## config.mk

```make
export PLATFORM = sky130hd
export DESIGN_NAME = desc_dma_engine
export DESIGN_NICKNAME = d
export VERILOG_FILES = /design/src/rtl/dde_pkg.sv /design/src/rtl/dde_regs.sv /design/src/rtl/dde_mover.sv /design/src/rtl/desc_dma_engine.sv
export SDC_FILE = /design/constraint.sdc
export NUM_CORES = 1
export LEC_CHECK = 0
export BUFFER_PORTS_ARGS = -buffer_cell sky130_fd_sc_hd__buf_2
export CAP_MARGIN = 10
export CORE_MARGIN = 3
export CORE_UTILIZATION = 45
export DETAILED_ROUTE_END_ITERATION = 8
export GPL_TIMING_DRIVEN = 0
export PLACE_DENSITY_LB_ADDON = 0.2
export SETUP_SLACK_MARGIN = 0.05
export SLEW_MARGIN = 20
export SYNTH_ARGS = -nofsm -noshare
export SYNTH_HDL_FRONTEND = slang
export SYNTH_SLANG_ARGS = --single-unit
```

## constraint.sdc

```tcl
create_clock -name clk -period 3.08 [get_ports clk]
set_clock_uncertainty 0.1 [all_clocks]
set_input_delay 0.154 -clock clk [delete_from_list [all_inputs] [get_ports clk]]
set_output_delay 0.154 -clock clk [all_outputs]
set_load 0.02 [all_outputs]
```

## src/rtl/dde_pkg.sv

```systemverilog
package dde_pkg;
  // Host register selects
  localparam logic [1:0] SEL_CMD = 2'd0;
  localparam logic [1:0] SEL_STS = 2'd1;
  localparam logic [1:0] SEL_TBL = 2'd2;

  // Writable command bits: run (0) and direction (3)
  localparam logic [7:0] CMD_MASK = 8'h09;

  // Descriptor geometry
  localparam int DESC_BYTES = 8;
  localparam int LEN_W      = 16;

  typedef enum logic [2:0] {
    ST_IDLE,
    ST_FETCH,
    ST_MRD,
    ST_DPUT,
    ST_DGET,
    ST_MWR
  } mover_st_e;
endpackage

```

## src/rtl/dde_regs.sv

```systemverilog
module dde_regs
  import dde_pkg::*;
#(
  parameter int ADDR_W = 32
) (
  input  logic              clk,
  input  logic              rst,
  input  logic              reg_wr,
  input  logic [1:0]        reg_addr,
  input  logic [ADDR_W-1:0] reg_wdata,
  input  logic              drive_irq,
  input  logic              xfer_done,
  output logic [7:0]        cmd_q,
  output logic [7:0]        sts_q,
  output logic [ADDR_W-1:0] tbl_q,
  output logic              start_pulse,
  output logic              active,
  output logic              to_mem
);
  logic       irq_prev;
  logic       irq_flag;
  logic [1:0] cap_bits;
  logic       wr_cmd, wr_sts, wr_tbl, stop_req;

  assign wr_cmd      = reg_wr && (reg_addr == SEL_CMD);
  assign wr_sts      = reg_wr && (reg_addr == SEL_STS);
  assign wr_tbl      = reg_wr && (reg_addr == SEL_TBL);
  assign start_pulse = wr_cmd && !cmd_q[0] && reg_wdata[0];
  assign stop_req    = wr_cmd && cmd_q[0] && !reg_wdata[0];
  assign to_mem      = cmd_q[3];
  assign sts_q       = {1'b0, cap_bits, 2'b00, irq_flag, 1'b0, active};

  always_ff @(posedge clk) begin
    if (rst) begin
      cmd_q    <= '0;
      tbl_q    <= '0;
      active   <= 1'b0;
      irq_prev <= 1'b0;
      irq_flag <= 1'b0;
      cap_bits <= '0;
    end else begin
      irq_prev <= drive_irq;
      if (wr_cmd)
        cmd_q <= (cmd_q & ~CMD_MASK) | (reg_wdata[7:0] & CMD_MASK);
      if (start_pulse)
        active <= 1'b1;
      else if (stop_req || xfer_done)
        active <= 1'b0;
      if (drive_irq && !irq_prev)
        irq_flag <= 1'b1;
      else if (wr_sts && reg_wdata[2])
        irq_flag <= 1'b0;
      if (wr_sts)
        cap_bits <= reg_wdata[6:5];
      if (wr_tbl)
        tbl_q <= {reg_wdata[ADDR_W-1:2], 2'b00};
    end
  end
endmodule

```

## src/rtl/dde_mover.sv

```systemverilog
module dde_mover
  import dde_pkg::*;
#(
  parameter int ADDR_W = 32,
  parameter int DATA_W = 16
) (
  input  logic              clk,
  input  logic              rst,
  input  logic              start,
  input  logic              active,
  input  logic              to_mem,
  input  logic [ADDR_W-1:0] tbl_ptr,
  input  logic              drv_req,
  input  logic [DATA_W-1:0] drv_rdata,
  output logic              drv_ack,
  output logic [DATA_W-1:0] drv_wdata,
  output logic              mem_req,
  output logic              mem_we,
  output logic [ADDR_W-1:0] mem_addr,
  output logic [DATA_W-1:0] mem_wdata,
  input  logic [DATA_W-1:0] mem_rdata,
  input  logic              mem_ack,
  output logic              done
);
  localparam int WORD_BYTES = DATA_W / 8;
  localparam int DESC_WORDS = DESC_BYTES / WORD_BYTES;
  localparam int FIDX_W     = $clog2(DESC_WORDS);
  localparam int CNT_W      = LEN_W + 1;
  localparam int SR_W       = DATA_W * (DESC_WORDS - 1);

  mover_st_e         st;
  logic [CNT_W-1:0]  cnt;
  logic [ADDR_W-1:0] dptr;
  logic [ADDR_W-1:0] baddr;
  logic              last;
  logic [FIDX_W-1:0] fidx;
  logic [SR_W-1:0]   desc_sr;
  logic [LEN_W-1:0]  desc_len;
  logic              step_now;

  assign desc_len = desc_sr[32 +: LEN_W] & ~LEN_W'(1);
  assign step_now = (st == ST_DPUT) || (st == ST_MWR && mem_ack);
  assign done     = step_now && last && (cnt == CNT_W'(WORD_BYTES));

  always_ff @(posedge clk) begin
    if (rst) begin
      st        <= ST_IDLE;
      mem_req   <= 1'b0;
      mem_we    <= 1'b0;
      mem_addr  <= '0;
      mem_wdata <= '0;
      drv_ack   <= 1'b0;
      drv_wdata <= '0;
      cnt       <= '0;
      dptr      <= '0;
      baddr     <= '0;
      last      <= 1'b0;
      fidx      <= '0;
      desc_sr   <= '0;
    end else begin
      drv_ack <= 1'b0;
      case (st)
        ST_IDLE: begin
          if (active && drv_req) begin
            if (cnt == '0) begin
              st       <= ST_FETCH;
              mem_req  <= 1'b1;
              mem_we   <= 1'b0;
              mem_addr <= dptr;
              fidx     <= '0;
            end else if (to_mem) begin
              st        <= ST_DGET;
              drv_ack   <= 1'b1;
              mem_wdata <= drv_rdata;
            end else begin
              st       <= ST_MRD;
              mem_req  <= 1'b1;
              mem_we   <= 1'b0;
              mem_addr <= baddr;
            end
          end
        end
        ST_FETCH: begin
          if (mem_ack) begin
            if (fidx == FIDX_W'(DESC_WORDS - 1)) begin
              mem_req <= 1'b0;
              st      <= ST_IDLE;
              baddr   <= desc_sr[ADDR_W-1:0] & ~ADDR_W'(1);
              cnt     <= (desc_len == '0) ? (CNT_W'(1) << LEN_W) : CNT_W'(desc_len);
              last    <= mem_rdata[DATA_W-1];
              dptr    <= dptr + ADDR_W'(DESC_BYTES);
            end else begin
              desc_sr  <= {mem_rdata, desc_sr[SR_W-1:DATA_W]};
              fidx     <= fidx + 1'b1;
              mem_addr <= mem_addr + ADDR_W'(WORD_BYTES);
            end
          end
        end
        ST_MRD: begin
          if (mem_ack) begin
            mem_req   <= 1'b0;
            drv_wdata <= mem_rdata;
            drv_ack   <= 1'b1;
            st        <= ST_DPUT;
          end
        end
        ST_DPUT: begin
          st    <= ST_IDLE;
          cnt   <= cnt - CNT_W'(WORD_BYTES);
          baddr <= baddr + ADDR_W'(WORD_BYTES);
        end
        ST_DGET: begin
          st       <= ST_MWR;
          mem_req  <= 1'b1;
          mem_we   <= 1'b1;
          mem_addr <= baddr;
        end
        ST_MWR: begin
          if (mem_ack) begin
            mem_req <= 1'b0;
            mem_we  <= 1'b0;
            st      <= ST_IDLE;
            cnt     <= cnt - CNT_W'(WORD_BYTES);
            baddr   <= baddr + ADDR_W'(WORD_BYTES);
          end
        end
        default: st <= ST_IDLE;
      endcase
      if (start) begin
        cnt  <= '0;
        dptr <= tbl_ptr;
      end
    end
  end
endmodule

```

## src/rtl/desc_dma_engine.sv

```systemverilog
module desc_dma_engine
  import dde_pkg::*;
#(
  parameter int ADDR_W = 32,
  parameter int DATA_W = 16
) (
  input  logic              clk,
  input  logic              rst,
  input  logic              reg_wr,
  input  logic [1:0]        reg_addr,
  input  logic [ADDR_W-1:0] reg_wdata,
  output logic [7:0]        cmd_reg,
  output logic [7:0]        sts_reg,
  output logic [ADDR_W-1:0] tbl_reg,
  input  logic              drive_irq,
  input  logic              drv_req,
  output logic              drv_ack,
  input  logic [DATA_W-1:0] drv_rdata,
  output logic [DATA_W-1:0] drv_wdata,
  output logic              mem_req,
  output logic              mem_we,
  output logic [ADDR_W-1:0] mem_addr,
  output logic [DATA_W-1:0] mem_wdata,
  input  logic [DATA_W-1:0] mem_rdata,
  input  logic              mem_ack
);
  logic start_pulse, active, to_mem, xfer_done;

  dde_regs #(.ADDR_W(ADDR_W)) u_regs (
    .clk         (clk),
    .rst         (rst),
    .reg_wr      (reg_wr),
    .reg_addr    (reg_addr),
    .reg_wdata   (reg_wdata),
    .drive_irq   (drive_irq),
    .xfer_done   (xfer_done),
    .cmd_q       (cmd_reg),
    .sts_q       (sts_reg),
    .tbl_q       (tbl_reg),
    .start_pulse (start_pulse),
    .active      (active),
    .to_mem      (to_mem)
  );

  dde_mover #(.ADDR_W(ADDR_W), .DATA_W(DATA_W)) u_mover (
    .clk       (clk),
    .rst       (rst),
    .start     (start_pulse),
    .active    (active),
    .to_mem    (to_mem),
    .tbl_ptr   (tbl_reg),
    .drv_req   (drv_req),
    .drv_rdata (drv_rdata),
    .drv_ack   (drv_ack),
    .drv_wdata (drv_wdata),
    .mem_req   (mem_req),
    .mem_we    (mem_we),
    .mem_addr  (mem_addr),
    .mem_wdata (mem_wdata),
    .mem_rdata (mem_rdata),
    .mem_ack   (mem_ack),
    .done      (xfer_done)
  );
endmodule

```

==> impl_metrics.json <==
{
  "hold_start": "drv_req",
  "yosys-mux-area-fraction": 0.00848,
  "cap_violations": 0,
  "syn_to_final_growth_pct": 26.2,
  "setup_viol": 0,
  "core_mm2": 0.0244,
  "synth-edff-count": 0,
  "r2r-end": "u_mover.mem_addr[11]",
  "layout_commonest_cell": "nand2_1",
  "r2r_cells": 7,
  "grt_pass1_wl_um": 63200,
  "clkLatencyLatePin_ns": 0.55,
  "track_usage": 0.296,
  "totalWireLength_um": 41200,
  "fillers": 2307,
  "die_w_um": 164,
  "synth-warning-count": 0,
  "seq_area_frac_synth": 0.418,
  "vias": 12315,
  "postCtsSetupBuffers": 0,
  "worstSetupPathType": "flop to flop",
  "drc_errors": 0,
  "synthArstFlopShare": 0,
  "cts_made_buffers": 27,
  "fin_crit_sh": 0.960,
  "n_antenna_cell": 0,
  "yosys.area_share.adder": 0.00558,
  "path_cells": "nor4_1 -> and4_1 -> buf_2 -> o21ai_1 -> buf_2 -> a222oi_1 -> a21oi_1",
  "hpwlAfterDp_um": 29300,
  "clkPwrFrac": 0.474,
  "start_kind": "flop",
  "drt-pass1-iter-count": 6,
  "worstHoldPathType": "primary input to flop",
  "routabilityCongestion": 0.966,
  "tightest_slew_ns": 1.06,
  "cts_tree": "yes",
  "die_y_um": 164,
  "rows": 57,
  "ys_ff_latch": 234,
  "first_global_vias": 11513,
  "synth.distinct_cells": 68,
  "holdWs_ns": 0.0667,
  "h-tree-depth": 1,
  "cpMostUsedCell": "buf_2",
  "drv_slew": 0,
  "worstHoldEndpoint": "u_mover.st[0]",
  "crit_slowest_cell": "nor4_1",
  "final_cell_mix": "nand2_1 (319), dfxtp_1 (234), buf_2 (186)",
  "portBuffers": 171,
  "switchingPower_mw": 1.70,
  "ys.flop_type": "dfxtp_1",
  "cp.arrival_ns": 3.25,
  "p_seq_frac": 0.454,
  "finish.utilization": 0.580,
  "p_int_mw": 5.18,
  "r2r_start": "u_mover.cnt[4]",
  "p_sw_frac": 0.247,
  "grt-ovfl-total": 0,
  "wire_per_inst_um": 19.6,
  "powerDensity_mw_per_mm2": 486,
  "vdd_drop_max_uv": 389,
  "io_pins": 187,
  "syn_area_mm2": 0.0112,
  "fmax_mhz": 338,
  "nets": 1832,
  "antenna_found_initial": 0,
  "start_util": 0.460,
  "avgSynthCellArea_um2": 7.61,
  "tns_ns": 0,
  "cts_buffer_depth": 3,
  "drt-vias-per-instance": 5.87,
  "slowest_delay_ns": 0.51,
  "synthCells": 1473,
  "worst-path-max-fanout": 10,
  "die-area_mm2": 0.0269,
  "status": "finished, final reports clean",
  "r2r_slack_ns": 0.12,
  "end_kind": "flop",
  "holdPathStages": 4,
  "drive_gt1_frac": 0.158,
  "synth_top_family_by_area": "simple AND/OR/NAND/NOR gates",
  "leakage_nw": 5.26,
  "finalCriticalPeriod_ns": 2.96,
  "yosys.area_share.simple": 0.253,
  "initialDrtViolationCount": 1093,
  "root_buffer": "clkbuf_16",
  "antenna_left": 0,
  "final-hold-violation-count": 0,
  "pwr-share-comb": 0.072,
  "critPathRequiredTime_ns": 3.37,
  "cts_num_sinks": 234,
  "synthXorXnorAreaFrac": 0.0289,
  "rsz0062_at_grt": "false",
  "max_slew_margin": 0.290,
  "synth-compound-area-share": 0.231,
  "clk_pin_slew_ns": 0.06,
  "grt_max_degree": 15
}
[worst max-delay path, delay by kind of cell (launching register included)]
| family | cells | cell delay, ns |
|---|---|---|
| flops | 1 | 0.36 |
| compound gates | 3 | 0.84 |
| simple gates | 2 | 0.89 |
| buf+inv | 2 | 0.62 |
[cell families after synthesis]
family / count (synthesis)
adder cells (fa/ha/maj): 5
XOR/XNOR: 37
buffers and inverters: 141
multiplexers: 9
AO/OA/AOI/OAI: 418
other: 1
AND/OR/NAND/NOR: 628
flip-flops: 234
[worst max path at each step]
stage,start,endpoint,slack [ns]
final,u_mover.cnt[4],u_mover.mem_addr[11],0.12
after detailed placement,u_mover.cnt[8],u_mover.mem_addr[10],0.18
after global placement,u_mover.st[1],u_mover.cnt[7],0.18
after global routing,u_mover.cnt[4],u_mover.mem_addr[10],0.05
after CTS,u_mover.st[1],u_mover.baddr[26],0.16
after floorplan,u_mover.cnt[1],u_mover.cnt[11],0.69
[layout make-up]
type | count | area [µm²] | share of cell area
Inverter | 21 | 78.8 | 0.00557
Tap cell | 324 | 405 | 0.0286
Buffer | 120 | 544 | 0.0384
Multi-Input combinational cell | 1109 | 5970 | 0.422
Clock inverter | 14 | 153 | 0.0108
Clock buffer | 35 | 756 | 0.0534
Timing Repair Buffer | 242 | 1570 | 0.111
Sequential cell | 234 | 4680 | 0.331
[synthesized netlist by cell type (5+ instances only)]
library cell  count  share of area
o21ai_0          78          0.035
and3_1           21          0.012
o22ai_1           9         0.0050
nor2_1          108          0.036
nor3_1           27          0.012
a21oi_1         180          0.080
nor4_1           25          0.014
a21o_1            8         0.0054
nand4_1          21          0.012
and2_1            8         0.0045
a32o_1            6         0.0054
a22oi_1          19          0.013
a222oi_1         10         0.0089
buf_2            15         0.0067
ha_1              5         0.0056
mux2i_1           5         0.0045
buf_4            19          0.013
o31ai_1           5         0.0033
clkbuf_1         86          0.029
or3_1            11         0.0061
nand2_1         319           0.11
a221oi_1          7         0.0055
xnor2_1          25          0.020
or2_2             5         0.0028
a31oi_1          12         0.0067
inv_1            20         0.0067
a22o_1            5         0.0039
dfxtp_1         234           0.42
nand3b_1          6         0.0040
xor2_1           12         0.0094
o32ai_1           6         0.0047
nand3_1          49          0.022
a211oi_1         34          0.023
and4_1            9         0.0070
o21a_1            5         0.0033
a311oi_1          6         0.0047
[registers in the layout, summed over array words and instances, names as in the netlist, 3 cells and up]
name and count:
u_mover.desc_sr 47, u_mover.mem_addr 32, u_mover.baddr 31, u_mover.dptr 30, u_regs.tbl_q 30, u_mover.cnt 16
u_mover.drv_wdata 16, u_mover.mem_wdata 16, u_mover.st 3
[per-layer routing]
layer	part of all wire	wire (µm)	track usage	up-vias
met5	0	0	0	-
met4	0.032	1300	0.0946	0
met3	0.10	4190	0.0661	94
met2	0.43	17900	0.459	628
met1	0.43	17800	0.410	5797
li1	-	-	-	5796
[per-stage QoR]
stage               power [mW]  area, µm²  instances  setup slack [ns]
finish                    6.88      14200       2099             0.123
global route              7.06      14200       2099            0.0537
CTS                       6.88      14100       2099             0.158
detailed placement        3.60      12500       1979             0.184
global placement          3.60      12500       1979             0.176
floorplan                 3.42      11300       1484             0.692
[power by group through the flow]
| stage | Sequential, mW | Clock [mW] | Combinational (mW) |
|---|---|---|---|
| finish | 3.12 | 3.26 | 0.496 |
| global route | 3.13 | 3.40 | 0.531 |
| CTS | 3.12 | 3.28 | 0.484 |
| detailed placement | 3.19 | 0 | 0.413 |
| global placement | 3.19 | 0 | 0.411 |
| floorplan | 3.21 | 0 | 0.214 |
[timing repair]
item | in CTS | in global routing
hold buffers | 71 | 0
resized for setup | 0 | 9
endpoints found under the setup margin | 0 | 25
hold endpoints to repair | 87 | 0
Note: power is estimated with default switching activity, not from simulation.
